$ cat config.mk
export PLATFORM = sky130hd
export DESIGN_NAME = wds_sched
export DESIGN_NICKNAME = d
export VERILOG_FILES = /design/src/rtl/wds_pkg.sv /design/src/rtl/wds_rst_sync.sv /design/src/rtl/wds_queue.sv /design/src/rtl/wds_hit_pick.sv /design/src/rtl/wds_sched.sv
export SDC_FILE = /design/constraint.sdc
export NUM_CORES = 2
export LEC_CHECK = 0
export ABC_AREA = 1
export BUFFER_PORTS_ARGS = -buffer_cell sky130_fd_sc_hd__buf_2
export CAP_MARGIN = 20
export CELL_PAD_IN_SITES_DETAIL_PLACEMENT = 1
export CELL_PAD_IN_SITES_GLOBAL_PLACEMENT = 1
export CORE_AREA = 2 2 547 332
export DETAILED_ROUTE_END_ITERATION = 6
export DIE_AREA = 0 0 549 334
export PLACE_DENSITY_LB_ADDON = 0.25
export SETUP_SLACK_MARGIN = 0.2
export SLEW_MARGIN = 15
export SYNTH_ARGS = -nofsm -noshare
export SYNTH_HDL_FRONTEND = slang
export SYNTH_HIERARCHICAL = 1
export SYNTH_SLANG_ARGS = --single-unit
$ cat constraint.sdc
create_clock -name clk -period 6.8 [get_ports clk]
set_input_delay 0.68 -clock clk [delete_from_list [all_inputs] [get_ports clk]]
set_output_delay 0.68 -clock clk [all_outputs]
set_load 0.02 [all_outputs]
$ cat src/rtl/wds_pkg.sv
`timescale 1ns/1ps
package wds_pkg;
  typedef enum logic [1:0] {
    CMD_PRE = 2'd0,
    CMD_ACT = 2'd1,
    CMD_RD  = 2'd2,
    CMD_WR  = 2'd3
  } bank_cmd_e;
endpackage

$ cat src/rtl/wds_rst_sync.sv
`timescale 1ns/1ps
module wds_rst_sync (
  input  logic clk,
  input  logic arst_n,
  output logic srst_n
);
  logic [1:0] sh_q;

  always_ff @(posedge clk or negedge arst_n) begin
    if (!arst_n) sh_q <= 2'b00;
    else         sh_q <= {sh_q[0], 1'b1};
  end

  assign srst_n = sh_q[1];
endmodule

$ cat src/rtl/wds_queue.sv
`timescale 1ns/1ps
// Collapsing request queue: slot 0 is always the oldest entry.
module wds_queue #(
  parameter int DEPTH = 32,
  parameter int AW    = 16,
  localparam int CNT_W = $clog2(DEPTH + 1),
  localparam int IDX_W = $clog2(DEPTH)
) (
  input  logic                          clk,
  input  logic                          rst_n,
  input  logic                          push,
  input  logic [AW-1:0]                 push_addr,
  input  logic                          pop,
  input  logic [IDX_W-1:0]              pop_idx,
  output logic [CNT_W-1:0]              cnt_o,
  output logic [DEPTH-1:0][AW-1:0]      ent_o
);
  logic [CNT_W-1:0]         cnt_q, cnt_mid, cnt_n;
  logic [DEPTH-1:0][AW-1:0] ent_q, ent_n;
  logic                     upd_en;

  assign upd_en = push | pop;

  always_comb begin
    ent_n   = ent_q;
    cnt_mid = pop ? (cnt_q - CNT_W'(1)) : cnt_q;
    if (pop) begin
      for (int i = 0; i < DEPTH - 1; i++) begin
        if (IDX_W'(i) >= pop_idx) ent_n[i] = ent_q[i+1];
      end
    end
    for (int i = 0; i < DEPTH; i++) begin
      if (push && (CNT_W'(i) == cnt_mid)) ent_n[i] = push_addr;
    end
    cnt_n = cnt_mid + (push ? CNT_W'(1) : CNT_W'(0));
  end

  always_ff @(posedge clk or negedge rst_n) begin
    if (!rst_n)      cnt_q <= '0;
    else if (upd_en) cnt_q <= cnt_n;
  end

  always_ff @(posedge clk) begin
    if (upd_en) ent_q <= ent_n;
  end

  assign cnt_o = cnt_q;
  assign ent_o = ent_q;

  // the edge handshake never pushes into a full queue
  p_no_overflow_r2: assert property (@(posedge clk) disable iff (!rst_n)
    push |-> (cnt_q < CNT_W'(DEPTH)));

  // a column command removes only an occupied slot
  p_pop_occupied_r6: assert property (@(posedge clk) disable iff (!rst_n)
    pop |-> (CNT_W'(pop_idx) < cnt_q));
endmodule

$ cat src/rtl/wds_hit_pick.sv
`timescale 1ns/1ps
// Finds the oldest queued entry whose row matches the open row.
module wds_hit_pick #(
  parameter int DEPTH = 32,
  parameter int AW    = 16,
  parameter int CW    = 6,
  localparam int RW    = AW - CW,
  localparam int CNT_W = $clog2(DEPTH + 1),
  localparam int IDX_W = $clog2(DEPTH)
) (
  input  logic [DEPTH-1:0][AW-1:0] ent,
  input  logic [CNT_W-1:0]         cnt,
  input  logic                     row_open,
  input  logic [RW-1:0]            open_row,
  output logic                     hit,
  output logic [IDX_W-1:0]         hit_idx
);
  always_comb begin
    hit     = 1'b0;
    hit_idx = '0;
    for (int i = DEPTH - 1; i >= 0; i--) begin
      if (row_open && (CNT_W'(i) < cnt) && (ent[i][AW-1:CW] == open_row)) begin
        hit     = 1'b1;
        hit_idx = IDX_W'(i);
      end
    end
  end
endmodule

$ cat src/rtl/wds_sched.sv
`timescale 1ns/1ps
module wds_sched #(
  parameter int DEPTH    = 32,
  parameter int LOW_MARK = 16,
  parameter int AW       = 16,
  parameter int CW       = 6,
  localparam int RW    = AW - CW,
  localparam int CNT_W = $clog2(DEPTH + 1),
  localparam int IDX_W = $clog2(DEPTH)
) (
  input  logic          clk,
  input  logic          rst_n,
  input  logic          req_vld,
  input  logic          req_wr,
  input  logic [AW-1:0] req_addr,
  output logic          req_rdy,
  input  logic          bank_rdy,
  output logic          gnt_vld,
  output logic [1:0]    gnt_cmd,
  output logic [RW-1:0] gnt_row,
  output logic [CW-1:0] gnt_col,
  output logic          drain_mode
);
  import wds_pkg::*;

  logic                                srst_n;
  logic [1:0]                          q_push, q_pop;
  logic [1:0][CNT_W-1:0]               q_cnt;
  logic [1:0][DEPTH-1:0][AW-1:0]       q_ent;
  logic [1:0]                          q_hit;
  logic [1:0][IDX_W-1:0]               q_hidx;

  logic            row_open_q, row_open_n;
  logic [RW-1:0]   open_row_q, open_row_n;
  logic            drain_q, drain_n;

  logic            sel_wr, sel_any, cand_hit, issue;
  logic [IDX_W-1:0] cand_idx;
  logic [AW-1:0]   cand;
  bank_cmd_e       cmd;

  wds_rst_sync u_rst (.clk(clk), .arst_n(rst_n), .srst_n(srst_n));

  assign req_rdy = req_wr ? (q_cnt[1] != CNT_W'(DEPTH))
                          : (q_cnt[0] != CNT_W'(DEPTH));

  // index 0 holds reads, index 1 holds writes
  for (genvar g = 0; g < 2; g++) begin : g_q
    assign q_push[g] = req_vld && req_rdy && (req_wr == (g == 1));

    wds_queue #(.DEPTH(DEPTH), .AW(AW)) u_queue (
      .clk      (clk),
      .rst_n    (srst_n),
      .push     (q_push[g]),
      .push_addr(req_addr),
      .pop      (q_pop[g]),
      .pop_idx  (q_hidx[g]),
      .cnt_o    (q_cnt[g]),
      .ent_o    (q_ent[g])
    );

    wds_hit_pick #(.DEPTH(DEPTH), .AW(AW), .CW(CW)) u_pick (
      .ent     (q_ent[g]),
      .cnt     (q_cnt[g]),
      .row_open(row_open_q),
      .open_row(open_row_q),
      .hit     (q_hit[g]),
      .hit_idx (q_hidx[g])
    );
  end

  // queue selection by mode
  always_comb begin
    if (drain_q) begin
      sel_wr  = 1'b1;
      sel_any = (q_cnt[1] != '0);
    end else if (q_cnt[0] != '0) begin
      sel_wr  = 1'b0;
      sel_any = 1'b1;
    end else begin
      sel_wr  = 1'b1;
      sel_any = (q_cnt[1] != '0);
    end
  end

  // command choice for the selected queue
  always_comb begin
    cand_hit = q_hit[sel_wr];
    cand_idx = cand_hit ? q_hidx[sel_wr] : '0;
    cand     = q_ent[sel_wr][cand_idx];
    if (cand_hit)        cmd = sel_wr ? CMD_WR : CMD_RD;
    else if (row_open_q) cmd = CMD_PRE;
    else                 cmd = CMD_ACT;
    issue = sel_any && bank_rdy;
    q_pop = '0;
    if (issue && cand_hit) q_pop[sel_wr] = 1'b1;
  end

  // row state and drain mode next-state
  always_comb begin
    row_open_n = row_open_q;
    open_row_n = open_row_q;
    if (issue && (cmd == CMD_PRE)) row_open_n = 1'b0;
    if (issue && (cmd == CMD_ACT)) begin
      row_open_n = 1'b1;
      open_row_n = cand[AW-1:CW];
    end
    drain_n = drain_q ? (q_cnt[1] > CNT_W'(LOW_MARK))
                      : (q_cnt[1] == CNT_W'(DEPTH));
  end

  always_ff @(posedge clk or negedge srst_n) begin
    if (!srst_n) begin
      row_open_q <= 1'b0;
      open_row_q <= '0;
    end else if (issue) begin
      row_open_q <= row_open_n;
      open_row_q <= open_row_n;
    end
  end

  always_ff @(posedge clk or negedge srst_n) begin
    if (!srst_n) drain_q <= 1'b0;
    else         drain_q <= drain_n;
  end

  assign gnt_vld    = sel_any;
  assign gnt_cmd    = cmd;
  assign gnt_row    = (cmd == CMD_PRE) ? open_row_q : cand[AW-1:CW];
  assign gnt_col    = cand[CW-1:0];
  assign drain_mode = drain_q;

  // no read command while draining writes
  p_drain_no_read_r3: assert property (@(posedge clk) disable iff (!srst_n)
    (drain_mode && gnt_vld) |-> (gnt_cmd != CMD_RD));

  // one pop per cycle keeps the drain from undershooting the low mark
  p_drain_floor_r4: assert property (@(posedge clk) disable iff (!srst_n)
    drain_mode |-> (q_cnt[1] >= CNT_W'(LOW_MARK)));

  // outside drain, waiting reads block write commands
  p_read_first_r5: assert property (@(posedge clk) disable iff (!srst_n)
    (gnt_vld && !drain_mode && (q_cnt[0] != '0)) |-> (gnt_cmd != CMD_WR));

  // a consumed precharge closes the row
  p_pre_closes_r7: assert property (@(posedge clk) disable iff (!srst_n)
    (gnt_vld && bank_rdy && (gnt_cmd == CMD_PRE)) |=> !row_open_q);

  // a consumed activate opens the granted row
  p_act_opens_r8: assert property (@(posedge clk) disable iff (!srst_n)
    (gnt_vld && bank_rdy && (gnt_cmd == CMD_ACT)) |=>
      (row_open_q && (open_row_q == $past(gnt_row))));

  // empty queues offer nothing
  p_idle_r10: assert property (@(posedge clk) disable iff (!srst_n)
    ((q_cnt[0] == '0) && (q_cnt[1] == '0)) |-> !gnt_vld);
endmodule

==> results.md <==
- Most frequent cells in the layout: nand2_1, nand3_1, edfxtp_1
- Hold Path Class: in2async
- Clk_skew: 0.06298 ns
- Slowest CP cell: or4_1
- Failing checks: setup timing
- Max Freq: 0.1399 GHz
- Total number of yosys warnings: 6
- FF+latch count, synth: 1050
- CTS sink cnt: 1050
- Final Util: about half
- Area leader, netlist: edfxtp_1
- Avg Vias per Cell: 6.498
- Initial core utilization: 39.59%
- Post-synth top area share: between 40% and 50%
- Endpoints failing setup: 16
- Hold Slack: 0.2317 ns
- Fin crit share: 105.1%
- Core area: 0.1793 mm²
- NumNets Final: 9974
- Average size of a mapped cell: 7.544 µm²
- CP Class: reg2out
- CTS H-tree lvls: 3
- All-Layer GR Usage: 50.63%
- Vias: just over 80000
- CTS buffer count: 113
- Largest cells by area after synthesis: edfxtp_1, nand2_1, nand3_1, xor2_1, buf_2
- EDFF count, synth: 1024
- Clk buf depth: 3
- Root Buffer: clkbuf_16
- VDD IR-drop max: 0.0003942 V
- Post-Syn Nets: roughly 9400
- Io pins: 42
- Total of max-cap violations: 0
- Final setup margin: -0.3481 ns
- Grt total ovfl: 0
- FP Rows: 121
- Synth Cell Area: 0.07096 mm²
- Worst skew pair latency: 0.81 ns
- GP Congestion: 1.094
- Worst EP required: just over 6 ns
- Most common cell after layout, fill and taps aside: nand2_1
- PwrDens: 357.0 mW/mm²
- WL/cell: about 38 µm
- Pleak: 39.37 nW
- Worst Setup End Kind: primary output
- Drt total wl: 479.3 mm
- Area of placed instances: about 0.08 mm²
- Worst slack, placed: -0.1397 ns
- Fin. Hold Viols: 0
- Post-synthesis async set-or-reset flop share: around 2.5%
- Crit path DAT: about 6.5 ns
- TritonCTS clock tree: done
- Top FF cell, synth: edfxtp_1
- Crit-path max FO: 28
- Drt initial violations: 14260
- Largest net degree at the start of global routing: between 100 and 150
- Distinct cells, synth: 62
- Detailed-route DRC error count: 0
- Final setup TNS: -2.786 ns
- Post-synthesis to final-layout area growth: 24.86%
- Die area: 0.1834 mm²
- Worst slew pin tran: ~1.2 ns
- Register area share after synthesis: around 44%
- Slew headroom: 17.36%
- Design Area, Final: 0.08861 mm²
- Crit path largest cell delay: roughly 0.57 ns
- DRT antenna net count: 0
- Die width: 549 µm
- Non-Filler Instances: 12460
- Layout cells sized above 1: 19.37%
- Clock-pin transition on the worst setup and hold timing paths: 0.07 ns
- DRT Pass-1 Iters: 6
- Max-slew violations: 0
- RSZ-0062 raised after global routing: true
- First-pass GRT wire length: around 640 mm
- Synth Instances: 9406
- Hpwl dp: 356.7 mm
- IO buf count: 41
- Status: finished with violations
- Final Power: 31.64 mW
- Cell Count Post-Placement: approximately 12000
- Die H: 334 µm
- Vias in the first global route: 75120
- Startpoint Class: flip-flop
- Antenna violations before repair: 43
- Min cycle time layout: 7.148 ns
-- what timing repair did --
item	CTS	global route
setup endpoints to repair	16	16
gates resized for setup	474	243
hold endpoints to repair	2	0
buffers inserted	49	19
pin swaps	66	90
cloned	12	7
hold buffers	1	0
-- routing by layer --
layer	vias to the layer above	GRT usage, %	part of all wire, %
met5	-	0.3401	0.10
met4	44	19.13	4.7
met3	998	28.77	20
met2	7214	61.85	35
met1	40560	71.44	40
li1	32130	-	-
-- registers in the layout, summed over array words and instances (netlist names) --
signal and cells:
drain_mode 1, open_row_q 10, u_rst/sh_q 2, g_q.u_queue/cnt_o 12, row_open_q 1, g_q.u_queue/ent_o 1024
-- where the power goes --
part | switching, mW | internal, mW | total, mW
combinational | 12.4 | 5.04 | 17.4
sequential | 0.344 | 7.34 | 7.68
clock | 3.02 | 3.52 | 6.54
-- critical path: cells and delay by family, from the launching register on --
| family | cells | cell delay, ns |
|---|---|---|
| simple gates | 18 | 3.26 |
| flops | 1 | 0.54 |
| buf+inv | 9 | 1.75 |
-- cell usage after synthesis (6+ instances only) --
cell and number:
a221oi_1 10, a2111oi_0 8, inv_1 427, nor2_4 24, xor2_1 268, inv_2 27, buf_2 350, o22ai_1 20
nand3_1 1916, a21oi_1 26, a31oi_1 13, o2111ai_1 6, o21ai_0 93, nor3b_1 20, or2_2 39, dfrtp_1 26
nand2_2 79, nand2_4 24, nand2_1 3867, nand3_2 13, buf_4 74, nor4_1 59, edfxtp_1 1024, inv_4 10
clkbuf_1 153, ha_1 6, or4_1 10, o211ai_1 10, nor2_8 10, nand3b_1 16, nor2_1 266, xnor2_1 198
nor3_1 43, buf_1 45, nor2_2 15, nand4_1 91, buf_6 64
-- final timing paths --
| kind | from | to | slack, ns | cells past startpoint |
|---|---|---|---|---|
| setup / recovery | open_row_q[2] | gnt_row[9] | -0.35 | 27 |
| hold / removal | rst_n | u_rst/sh_q[0] | 0.23 | 2 |
| setup reg to reg | open_row_q[2] | g_q[1].u_queue/ent_o[27] | 0.66 | 27 |
| hold reg to reg | u_rst/sh_q[0] | u_rst/sh_q[1] | 0.37 | 0 |
| max in group asynchronous | u_rst/sh_q[1] | open_row_q[5] | 5.65 | 0 |
| min in group clk | bank_rdy | row_open_q | 0.35 | 4 |
-- area by class of cell --
class / count / area, µm²
tap: 2398 / 3000
inverter: 471 / 1872
clock buffer: 139 / 2925
multi-input combinational: 7199 / 36710
antenna: 16 / 40.04
fill: 21570 / 90650
timing repair buffer: 1112 / 11880
sequential: 1050 / 31440
clock inverter: 70 / 738.2
-- cell families (layout without fill, tap and decap cells) --
logic type                 Yosys count  after routing  share of synthesized area (%)
DFF                               1050           1050                          44.25
xor gates and xnor gates           468            468                          5.797
other                                1             17                       0.005284
and+or+nand+nor                   6511           6511                          40.15
buffers and inverters             1157           1792                          7.844
AOI/OAI and AO/OA                  213            213                          1.851
adders and majority gates            6              6                         0.1058
No activity file was read; power rests on OpenSTA's default activity.
